### src/rtl/pair_issue_pkg.sv
package pair_issue_pkg;
  localparam int unsigned LANES_D  = 32;
  localparam int unsigned REG_W_D  = 6;
  localparam int unsigned PRED_W_D = 3;
  localparam int unsigned UNIT_W_D = 2;
  localparam int unsigned NSRC     = 2;
endpackage

### src/rtl/pred_lane_mask.sv
module pred_lane_mask #(
  parameter int unsigned LANES  = 32,
  parameter int unsigned PRED_W = 3,
  localparam int unsigned NPRED = 2 ** PRED_W,
  localparam int unsigned PF_W  = (NPRED - 1) * LANES
) (
  input  logic [PF_W-1:0]   pred_file_i,
  input  logic [PRED_W-1:0] idx_i,
  input  logic              neg_i,
  output logic [LANES-1:0]  mask_o
);
  logic [LANES-1:0] raw;
  always_comb begin
    raw = '1;  // top index is the constant-true predicate
    if (idx_i != PRED_W'(NPRED - 1)) raw = pred_file_i[int'(idx_i) * LANES +: LANES];
    mask_o = raw ^ {LANES{neg_i}};
  end
endmodule

### src/rtl/pair_hazard.sv
module pair_hazard
  import pair_issue_pkg::*;
#(
  parameter int unsigned REG_W  = 6,
  parameter int unsigned PRED_W = 3,
  parameter int unsigned UNIT_W = 2,
  localparam int unsigned NPRED = 2 ** PRED_W
) (
  input  logic [REG_W-1:0]           a_dst_i,
  input  logic                       a_wr_en_i,
  input  logic [UNIT_W-1:0]          a_unit_i,
  input  logic                       a_pset_i,
  input  logic [PRED_W-1:0]          a_pdst_i,
  input  logic [NSRC-1:0][REG_W-1:0] b_src_i,
  input  logic [NSRC-1:0]            b_src_en_i,
  input  logic [UNIT_W-1:0]          b_unit_i,
  input  logic [PRED_W-1:0]          b_pidx_i,
  output logic                       raw_o,
  output logic                       pdep_o,
  output logic                       unit_o
);
  logic [NSRC-1:0] hit;
  for (genvar g = 0; g < NSRC; g++) begin : g_src
    assign hit[g] = b_src_en_i[g] & a_wr_en_i & (b_src_i[g] == a_dst_i);
  end
  assign raw_o  = |hit;
  assign pdep_o = a_pset_i & (a_pdst_i == b_pidx_i) & (b_pidx_i != PRED_W'(NPRED - 1));
  assign unit_o = (a_unit_i == b_unit_i);
endmodule

### src/rtl/dst_overlap.sv
module dst_overlap #(
  parameter int unsigned LANES = 32,
  parameter int unsigned REG_W = 6
) (
  input  logic [REG_W-1:0] a_dst_i,
  input  logic             a_wr_en_i,
  input  logic [LANES-1:0] a_mask_i,
  input  logic [REG_W-1:0] b_dst_i,
  input  logic             b_wr_en_i,
  input  logic [LANES-1:0] b_mask_i,
  output logic             conflict_o
);
  assign conflict_o = a_wr_en_i & b_wr_en_i & (a_dst_i == b_dst_i) & (|(a_mask_i & b_mask_i));
endmodule

### src/rtl/warp_pair_issue.sv
module warp_pair_issue
  import pair_issue_pkg::*;
#(
  parameter int unsigned LANES  = LANES_D,
  parameter int unsigned REG_W  = REG_W_D,
  parameter int unsigned PRED_W = PRED_W_D,
  parameter int unsigned UNIT_W = UNIT_W_D,
  localparam int unsigned NPRED = 2 ** PRED_W,
  localparam int unsigned PF_W  = (NPRED - 1) * LANES
) (
  input  logic              clk_i,
  input  logic              rst_ni,
  input  logic [PF_W-1:0]   pred_file_i,
  input  logic              a_valid_i,
  input  logic [REG_W-1:0]  a_dst_i,
  input  logic              a_wr_en_i,
  input  logic [UNIT_W-1:0] a_unit_i,
  input  logic [PRED_W-1:0] a_pidx_i,
  input  logic              a_pneg_i,
  input  logic              a_pset_i,
  input  logic [PRED_W-1:0] a_pdst_i,
  input  logic              b_valid_i,
  input  logic [REG_W-1:0]  b_dst_i,
  input  logic              b_wr_en_i,
  input  logic [REG_W-1:0]  b_src0_i,
  input  logic [REG_W-1:0]  b_src1_i,
  input  logic [NSRC-1:0]   b_src_en_i,
  input  logic [UNIT_W-1:0] b_unit_i,
  input  logic [PRED_W-1:0] b_pidx_i,
  input  logic              b_pneg_i,
  output logic              a_issue_o,
  output logic              b_issue_o,
  output logic              hold_o,
  output logic [LANES-1:0]  a_wmask_o,
  output logic [LANES-1:0]  b_wmask_o
);
  logic [LANES-1:0] a_act, b_act;
  logic raw, pdep, unit_clash, dst_clash, pair_ok;
  logic [NSRC-1:0][REG_W-1:0] b_src;

  assign b_src = {b_src1_i, b_src0_i};

  pred_lane_mask #(.LANES(LANES), .PRED_W(PRED_W)) u_mask_a (
    .pred_file_i(pred_file_i), .idx_i(a_pidx_i), .neg_i(a_pneg_i), .mask_o(a_act)
  );
  pred_lane_mask #(.LANES(LANES), .PRED_W(PRED_W)) u_mask_b (
    .pred_file_i(pred_file_i), .idx_i(b_pidx_i), .neg_i(b_pneg_i), .mask_o(b_act)
  );

  pair_hazard #(.REG_W(REG_W), .PRED_W(PRED_W), .UNIT_W(UNIT_W)) u_hazard (
    .a_dst_i(a_dst_i), .a_wr_en_i(a_wr_en_i), .a_unit_i(a_unit_i),
    .a_pset_i(a_pset_i), .a_pdst_i(a_pdst_i),
    .b_src_i(b_src), .b_src_en_i(b_src_en_i), .b_unit_i(b_unit_i), .b_pidx_i(b_pidx_i),
    .raw_o(raw), .pdep_o(pdep), .unit_o(unit_clash)
  );

  dst_overlap #(.LANES(LANES), .REG_W(REG_W)) u_dst (
    .a_dst_i(a_dst_i), .a_wr_en_i(a_wr_en_i), .a_mask_i(a_act),
    .b_dst_i(b_dst_i), .b_wr_en_i(b_wr_en_i), .b_mask_i(b_act),
    .conflict_o(dst_clash)
  );

  assign pair_ok = a_valid_i & b_valid_i & ~raw & ~pdep & ~unit_clash & ~dst_clash;

  always_ff @(posedge clk_i or negedge rst_ni) begin
    if (!rst_ni) begin
      a_issue_o <= 1'b0;
      b_issue_o <= 1'b0;
      hold_o    <= 1'b0;
      a_wmask_o <= '0;
      b_wmask_o <= '0;
    end else begin
      a_issue_o <= a_valid_i;
      b_issue_o <= pair_ok;
      hold_o    <= a_valid_i & b_valid_i & ~pair_ok;
      a_wmask_o <= a_act & {LANES{a_valid_i & a_wr_en_i}};
      b_wmask_o <= b_act & {LANES{pair_ok & b_wr_en_i}};
    end
  end
endmodule

### config.mk
export PLATFORM = sky130hd
export DESIGN_NAME = warp_pair_issue
export DESIGN_NICKNAME = d
export VERILOG_FILES = /design/src/rtl/pair_issue_pkg.sv /design/src/rtl/pred_lane_mask.sv /design/src/rtl/pair_hazard.sv /design/src/rtl/dst_overlap.sv /design/src/rtl/warp_pair_issue.sv
export SDC_FILE = /design/constraint.sdc
export NUM_CORES = 1
export LEC_CHECK = 0
export BUFFER_PORTS_ARGS = -buffer_cell sky130_fd_sc_hd__clkbuf_2
export CAP_MARGIN = 20
export CELL_PAD_IN_SITES_DETAIL_PLACEMENT = 0
export CELL_PAD_IN_SITES_GLOBAL_PLACEMENT = 1
export CORE_UTILIZATION = 38
export CTS_BUF_LIST = sky130_fd_sc_hd__clkbuf_16
export DETAILED_ROUTE_END_ITERATION = 8
export PLACE_DENSITY = 0.86
export SKIP_CTS_REPAIR_TIMING = 1
export SYNTH_ARGS = -nofsm -noshare
export SYNTH_HDL_FRONTEND = slang
export SYNTH_HIERARCHICAL = 1
export SYNTH_SLANG_ARGS = --single-unit
### constraint.sdc
create_clock -name clk_i -period 1 [get_ports clk_i]
set_input_delay 0.1 -clock clk_i [delete_from_list [all_inputs] [get_ports clk_i]]
set_output_delay 0.1 -clock clk_i [all_outputs]
set_load 0.1 [all_outputs]
==> results.yml, run 1 <==
place:
  io_buffers: 338
  dp_cells: 1494
  dp_hpwl_um: 26000
  globalplace.congestion: 0.903
clock_network:
  cts_made_buffers: 9
  cts_root_buf: "clkbuf_16"
  cts_sinks: 67
  tritoncts: "done"
  clk_transition_reported_paths_ns: 0.06
  htree_levels: 3
  clockBufferDepth: 2
synthesis:
  postSynthCellCount: 837
  yosysWarnings: 6
  syn_area_per_cell_um2: 9.03
  netlist.area_leader.share_pct: 25.4
  ys_ff_latch: 67
  ys_seq_area_share_pct: 22.2
  synth_nets: 1109
  ys.flop_type: "dfrtp_1"
  synth_area_leaders: "mux2i_1 (25%), dfrtp_1 (22%), xnor2_1 (8.6%), a22oi_1 (7.5%), o221ai_1 (7.4%)"
  synth_largest_area_cell: "mux2i_1"
  synth.cell_area_um2: 7560
  synth_edf_count: 0
  synth-async-reset-ratio_pct: 100
  ys_top_cells_by_count: "mux2i_1 (192), a22oi_1 (75), xnor2_1 (74)"
  synthDistinctLibCells: 33
  yosysMostFrequentCell: "mux2i_1"
run:
  cap_violations: 0
run_status:
  status: "finished, violations left"
  violations: "negative setup slack"
final_layout:
  synthToLayoutAreaGrowth_pct: 79.0
  drive_gt1_share_pct: 56.5
  fin_nets: 1570
  instances_no_fill: 1569
power_and_ir_drop:
  max-vdd-ir-drop_v: 0.000789
  p_leak_nw: 6.64
  powerDensity_nw_per_um2: 1050
die:
  core_area_um2: 19500
  io-pin-count: 339
  fp.dieW_um: 143
  die_area_um2: 20500
  chipHeight_um: 143
  start_util_pct: 38.8
  core.rowCount: 51
worst_setup_path:
  critical_path_arrival_ns: 3.18
  worstSetupPathType: "in2reg"
  worstPathCellList: "buf_12, buf_12, buf_4, mux2i_1, a22oi_1, a21oi_1, xnor2_1, a22oi_1, nand4_1, nor4_2, nor3_1, or4_4, clkbuf_16, nor3_1"
  required_ns: 1.25
  cp_slowest_cell: "or4_4"
  cpPeakStageDelay_ns: 0.60
  end_kind: "register"
  crit_path_max_fanout: 13
  startpoint_type: "input pin"
sta:
  drv_slew: 0
  maxSlewHeadroom_pct: 61.5
  finalSetupTns_ns: -70.55
  max_freq_ghz: 0.341
  hold_viol_final: 0
  post-route-min-period_ns: 2.94
  min_period_over_period_pct: 294
  setup_ws_ns: -1.94
  rsz0062_at_grt: "yes"
  worst_pin_slew_ns: 0.574
  setup_viol: 131
detailed_routing:
  vias_per_cell: 5.83
  drc_errors: 0
  drt-initial-drc-count: 829
  detail-route-antenna-nets: 0
  vias: 9147
  dr.pass1.iters: 6
  wire_per_inst_um: 22.7
  routed_wl_um: 35600
grt:
  antenna_found_initial: 0
  met2_usage_pct: 54.3
  grt_max_degree: 68
  use_met3_pct: 5.47
  grt-busiest-layer: "met2"
  use_met1_pct: 35.9
  grt_use_total_pct: 30.6
  overflow: 0
  grt_pass1_wl_um: 47100
  grt_pass1_vias: 8596
min_path:
  hp-class: "in2reg"
==> cell type report <==
type	count	area, um^2
Clock buffer	9	225
Multi-Input combinational cell	615	5980
Antenna cell	1	2.50
Timing Repair Buffer	540	4960
Clock inverter	7	100
Fill cell	1375	5940
Sequential cell	67	1680
Inverter	65	244
Tap cell	265	332
==> critical path: cells and delay by family <==
family / cells / cell delay, ns
mux: 1 / 0.29
compound gates: 3 / 0.61
simple gates: 5 / 1.35
buf+inv: 4 / 0.67
xor+xnor: 1 / 0.13
==> sequential cells by signal (all words and copies together) (netlist names) <==
register and cells:
a_wmask_o 32, b_wmask_o 32, a_issue_o 1, b_issue_o 1, hold_o 1
==> routing by layer <==
metal | vias up | wire length [um]
met5 | - | 0
met4 | 0 | 1660
met3 | 147 | 3230
met2 | 635 | 17700
met1 | 4343 | 13000
li1 | 4022 | -
==> power breakdown <==
group	leakage, nW	internal [mW]	switching, mW
clock	0.160	2.20	1.26
combinational	5.57	3.49	4.24
sequential	0.911	2.85	0.136
==> path summary, 6_finish.rpt <==
kind                              from       endpoint  slack (ns)  cells after the start
max in group asynchronous       rst_ni   a_wmask_o[2]        0.39                      3
min                          b_valid_i         hold_o        0.08                      3
min in group asynchronous       rst_ni  a_wmask_o[19]        0.32                      3
max                        b_pidx_i[1]  b_wmask_o[31]       -1.94                     14
==> cell usage in the layout (no fill, tap or decap), drive strengths merged <==
cell type and instances:
or4 3, and3 34, xor2 12, nand2b 2, clkbuf 281, diode 1, mux2i 192, dfrtp 67
nor2b 3, clkinv 4, o22ai 1, xnor2 74, dlygate4sd3 1, buf 267, a21oi 64, a22oi 80
nor4 2, nor2 5, nand2 36, o21ai 1, nand4 5, inv 66, nor3 33, nand3 3
bufinv 2, o221ai 64, a21boi 1
==> stage by stage <==
stage                     util (%)  cell area, um^2  hold WS (ns)  total power, mW  setup WS [ns]
after global routing          69.5            13500        0.0925             14.6          -1.96
final                         69.5            13500        0.0766             14.2          -1.94
after CTS                     60.5            11800        -0.222             12.9          -1.88
after global placement        58.9            11500         0.123             9.36          -2.14
after floorplan                  -             7680        -0.196             6.62          -1.59
after detailed placement      58.9            11500         0.127             9.44          -2.20
==> kinds of logic (layout without fill, tap and decap cells) <==
| logic type | after synthesis | after routing | synth area share (%) |
|---|---|---|---|
| buf+inv | 155 | 621 | 10.7 |
| xor+xnor | 86 | 86 | 9.97 |
| flops | 67 | 67 | 22.2 |
| compound gates | 211 | 211 | 21.2 |
| other cells | 0 | 1 | 0 |
| mux | 192 | 192 | 25.4 |
| simple gates | 126 | 126 | 10.5 |
(Power assumes the default switching activity.)
==> inputs of run 2 (changes only) <==
--- a/config.mk
+++ b/config.mk
@@ -5,13 +5,15 @@
 export SDC_FILE = /design/constraint.sdc
 export NUM_CORES = 1
 export LEC_CHECK = 0
-export BUFFER_PORTS_ARGS = -buffer_cell sky130_fd_sc_hd__clkbuf_2
+export BUFFER_PORTS_ARGS = -buffer_cell sky130_fd_sc_hd__buf_2
 export CAP_MARGIN = 20
 export CELL_PAD_IN_SITES_DETAIL_PLACEMENT = 0
 export CELL_PAD_IN_SITES_GLOBAL_PLACEMENT = 1
+export CORE_MARGIN = 5
 export CORE_UTILIZATION = 38
 export CTS_BUF_LIST = sky130_fd_sc_hd__clkbuf_16
 export DETAILED_ROUTE_END_ITERATION = 8
+export HOLD_SLACK_MARGIN = 0.15
 export PLACE_DENSITY = 0.86
 export SKIP_CTS_REPAIR_TIMING = 1
 export SYNTH_ARGS = -nofsm -noshare
==> results.yml, run 2 (synthesis gave the netlist of run 1 again) <==
grt:
  grt_pass1_vias: 8674
  grt_use_total_pct: 27.8
  overflow: 0
  grt_pass1_wl_um: 48900
  antenna_found_initial: 7
  grt_max_degree: 36
worst_setup_path:
  critPathBufInv: 4
  required_ns: 1.25
  critical_path_arrival_ns: 2.91
  end_kind: "register"
  cp_slowest_cell: "or4_4"
  cpPeakStageDelay_ns: 0.51
  cpMostUsedCell: "buf_12"
  worstPathCellList: "buf_12, buf_8, buf_12, mux2i_2, o221ai_1, a21oi_1, xnor2_1, a22oi_2, nand4_1, nor4_4, nor3_1, or4_4, clkbuf_16, nor3_2"
  startpoint_type: "input pin"
  crit_path_max_fanout: 12
  cp_top_family: "simple AND/OR/NAND/NOR gates"
  worstSetupPathType: "in2reg"
die:
  fp.dieW_um: 151
  chipHeight_um: 151
  die_area_um2: 22800
  start_util_pct: 38.7
  core_area_um2: 19500
  io-pin-count: 339
  core.rowCount: 51
place:
  dp_hpwl_um: 26800
  io_buffers: 338
  dp_cells: 1474
  globalplace.congestion: 0.933
  place_ws_ns: -2.17
  dpl-instance-area_um2: 11400
final_layout:
  instances_no_fill: 1525
  drive_gt1_share_pct: 53.0
  final_cell_mix: "buf_2 (266), mux2i_1 (181), buf_4 (109), buf_12 (89), dfrtp_1 (66)"
  finish.utilization_pct: 64.8
  fin_nets: 1522
  top_regs: "a_wmask_o: 32 flops, b_wmask_o: 32 flops"
  synthToLayoutAreaGrowth_pct: 67.5
  final_common_cell: "buf_2"
  fin_area_um2: 12700
clock_network:
  clk_transition_reported_paths_ns: 0.05
  tritoncts: "done"
  cts_root_buf: "clkbuf_16"
  htree_levels: 3
  cts_made_buffers: 9
  cts_sinks: 67
  clockBufferDepth: 2
sta:
  maxSlewHeadroom_pct: 73.4
  holdWs_ns: 0.254
  hold_viol_final: 0
  rsz0062_at_grt: "yes"
  setup_ws_ns: -1.65
  max_freq_ghz: 0.377
  worst_pin_slew_ns: 0.396
  finalSetupTns_ns: -61.45
  drv_slew: 0
  post-route-min-period_ns: 2.65
  min_period_over_period_pct: 265
  setup_viol: 121
detailed_routing:
  drc_errors: 0
  detail-route-antenna-nets: 0
  vias: 8582
  routed_wl_um: 34500
  vias_per_cell: 5.63
  dr.pass1.iters: 5
  wire_per_inst_um: 22.6
  drt-initial-drc-count: 643
run_status:
  violations: "negative setup slack"
  status: "finished, violations left"
power_and_ir_drop:
  p_leak_nw: 6.17
  powerDensity_nw_per_um2: 1050
  fin_total_pwr_mw: 13.3
  max-vdd-ir-drop_v: 0.000787
run:
  cap_violations: 0
min_path:
  hp-class: "in2async"
run 2: cell types whose count changed in the layout (fill, tap and decap cells not counted), sizes merged:
cell | before | now
buf | 267 | 478
bufinv | 2 | 1
clkbuf | 281 | 21
clkinv | 4 | 3
clkinvlp | 0 | 1
diode | 1 | 5
dlygate4sd3 | 1 | 2
inv | 66 | 67
run 2: how the worst max path moves through the flow:
| stage | start | endpoint | slack (ns) | depth (start not counted) |
|---|---|---|---|---|
| 4_1_cts | b_pidx_i[2] | b_wmask_o[1] | -1.85 | 14 |
| 6_report | b_pidx_i[1] | b_wmask_o[4] | -1.65 | 14 |
| 3_3_place_gp | a_pidx_i[1] | b_wmask_o[0] | -2.11 | 14 |
| 2_1_floorplan | b_pidx_i[0] | b_wmask_o[10] | -1.59 | 15 |
| 5_1_grt | b_pidx_i[1] | b_wmask_o[31] | -1.81 | 14 |
| 3_5_place_dp | b_pidx_i[1] | b_wmask_o[1] | -2.17 | 13 |
run 2: power breakdown:
| group | total [mW] | internal [mW] | switching (mW) |
|---|---|---|---|
| Sequential | 2.99 | 2.85 | 0.131 |
| Combinational | 7.13 | 3.21 | 3.92 |
| Clock | 3.20 | 1.95 | 1.25 |
run 2: cell type report:
cell class                      count  area, um^2
Sequential cell                    67        1680
Fill cell                        1595        6870
Clock buffer                        9         225
Antenna cell                        5        12.5
Clock inverter                      7        76.3
Multi-Input combinational cell    615        5610
Inverter                           65         244
Tap cell                          265         332
Timing Repair Buffer              492        4480
run 2: routing by layer:
layer / vias up / GRT usage [%] / part of all wire (%)
li1: 3922 / - / -
met1: 4108 / 33.9 / 38
met2: 457 / 49.3 / 51
met3: 89 / 5.12 / 7.9
met4: 6 / 9.16 / 3.4
met5: - / 0 / 0.096
==> inputs of run 3 (changes only) <==
--- a/config.mk
+++ b/config.mk
@@ -15,6 +15,7 @@
 export DETAILED_ROUTE_END_ITERATION = 8
 export HOLD_SLACK_MARGIN = 0.15
 export PLACE_DENSITY = 0.86
+export RECOVER_POWER = 50
 export SKIP_CTS_REPAIR_TIMING = 1
 export SYNTH_ARGS = -nofsm -noshare
 export SYNTH_HDL_FRONTEND = slang
==> results.yml, run 3 (synthesis gave the netlist of run 1 again) <==
clock_network:
  cts_made_buffers: 9
  cts_sinks: 67
  htree_levels: 3
  tritoncts: "done"
  clk_transition_reported_paths_ns: 0.05
  clockBufferDepth: 2
  cts_root_buf: "clkbuf_16"
final_layout:
  multi_input_area_um2: 5610
  fin_nets: 1522
  finish.utilization_pct: 64.8
  top_regs: "a_wmask_o: 32 flops, b_wmask_o: 32 flops"
  fillers: 1595
  final_cell_mix: "buf_2 (267), mux2i_1 (181), buf_4 (108), buf_12 (89), dfrtp_1 (66)"
  synthToLayoutAreaGrowth_pct: 67.5
  final_common_cell: "buf_2"
  fin_area_um2: 12700
  seqCellArea_um2: 1680
  drive_gt1_share_pct: 53.0
die:
  fp.dieW_um: 151
  io-pin-count: 339
  chipHeight_um: 151
  core_area_um2: 19500
  die_area_um2: 22800
  start_util_pct: 38.7
  core.rowCount: 51
sta:
  setup_viol: 133
  worst_pin_slew_ns: 0.693
  rsz0062_at_grt: "yes"
  min_period_over_period_pct: 265
  post-route-min-period_ns: 2.65
  drv_slew: 0
  finalSetupTns_ns: -61.62
  maxSlewHeadroom_pct: 53.8
  hold_viol_final: 0
  max_freq_ghz: 0.377
  setup_ws_ns: -1.65
worst_setup_path:
  end_kind: "register"
  worstSetupPathType: "in2reg"
  critical_path_arrival_ns: 2.91
  required_ns: 1.25
  startpoint_type: "input pin"
  crit_path_max_fanout: 12
power_and_ir_drop:
  fin_total_pwr_mw: 13.3
  clkPwrFrac_pct: 24.0
  p_sw_mw: 5.30
  p_seq_share_pct: 22.4
  max-vdd-ir-drop_v: 0.000787
  powerDensity_nw_per_um2: 1050
  p_leak_nw: 6.17
  swShare_pct: 39.8
  p_int_mw: 8.01
  combinationalPowerShare_pct: 53.5
detailed_routing:
  detail-route-antenna-nets: 0
  wire_per_inst_um: 22.6
  drc_errors: 0
  drt-initial-drc-count: 643
  vias_per_cell: 5.63
  routed_wl_um: 34500
  vias: 8584
  dr.pass1.iters: 5
run_status:
  violations: "negative setup slack"
  status: "finished, violations left"
place:
  globalplace.congestion: 0.933
  io_buffers: 338
  place_ws_ns: -2.17
  dpl-instance-area_um2: 11400
  dp_hpwl_um: 26800
grt:
  antenna_found_initial: 7
  grt_pass1_wl_um: 48900
  grt_pass1_vias: 8674
  grt_use_total_pct: 27.8
  grt_max_degree: 36
  overflow: 0
min_path:
  hp-class: "in2reg"
run:
  cap_violations: 0
## run 3: cell counts in the layout (fill, tap and decap cells not counted)
Identical to the previous run, type by type.
## run 3: worst max-delay path, cell delays in order
cell and delay (ns):
buf_12 0.15, buf_8 0.16, buf_12 0.13, mux2i_2 0.24, o221ai_1 0.16, a21oi_1 0.19, xnor2_1 0.14, a22oi_2 0.16
nand4_1 0.20, nor4_4 0.29, nor3_1 0.08, or4_4 0.51, clkbuf_16 0.22, nor3_2 0.15
## run 3: cell type report
cell class,instances,area share [%]
sequential,67,13.3
inverter,65,1.93
clock inverter,7,0.603
clock buffer,9,1.78
antenna,5,0.0989
multi-input combinational,615,44.3
tap,265,2.62
timing repair buffer,492,35.4
## run 3: power groups by stage
stage	sequential, mW	combinational, mW	clock [mW]
floorplan	3.99	2.63	0
global placement	3.03	6.34	0
detailed placement	3.04	6.40	0
CTS	2.99	6.41	3.24
global route	3.00	7.48	3.37
finish	2.99	7.13	3.20
## run 3: per-layer routing
layer | track usage (%) | wire length [um] | up-vias
li1 | - | - | 3922
met1 | 33.9 | 13100 | 4110
met2 | 49.3 | 17400 | 457
met3 | 5.12 | 2730 | 89
met4 | 9.16 | 1180 | 6
met5 | 0 | 33 | -
## run 3: path summary, 6_finish.rpt
path	start	endpoint	slack, ns	depth (start not counted)
worst min-delay path	a_valid_i	a_wmask_o[17]	0.27	3
worst max-delay path	b_pidx_i[1]	b_wmask_o[4]	-1.65	14
max in group asynchronous	rst_ni	b_wmask_o[12]	-0.02	3
min in group asynchronous	rst_ni	a_issue_o	0.37	2
## run 3: stage by stage
step,std cells,hold slack (ns)
floorplan,837,-0.196
global placement,1474,0.0396
detailed placement,1474,0.0497
CTS,1490,-0.305
finish,1525,0.266
global route,1524,0.269
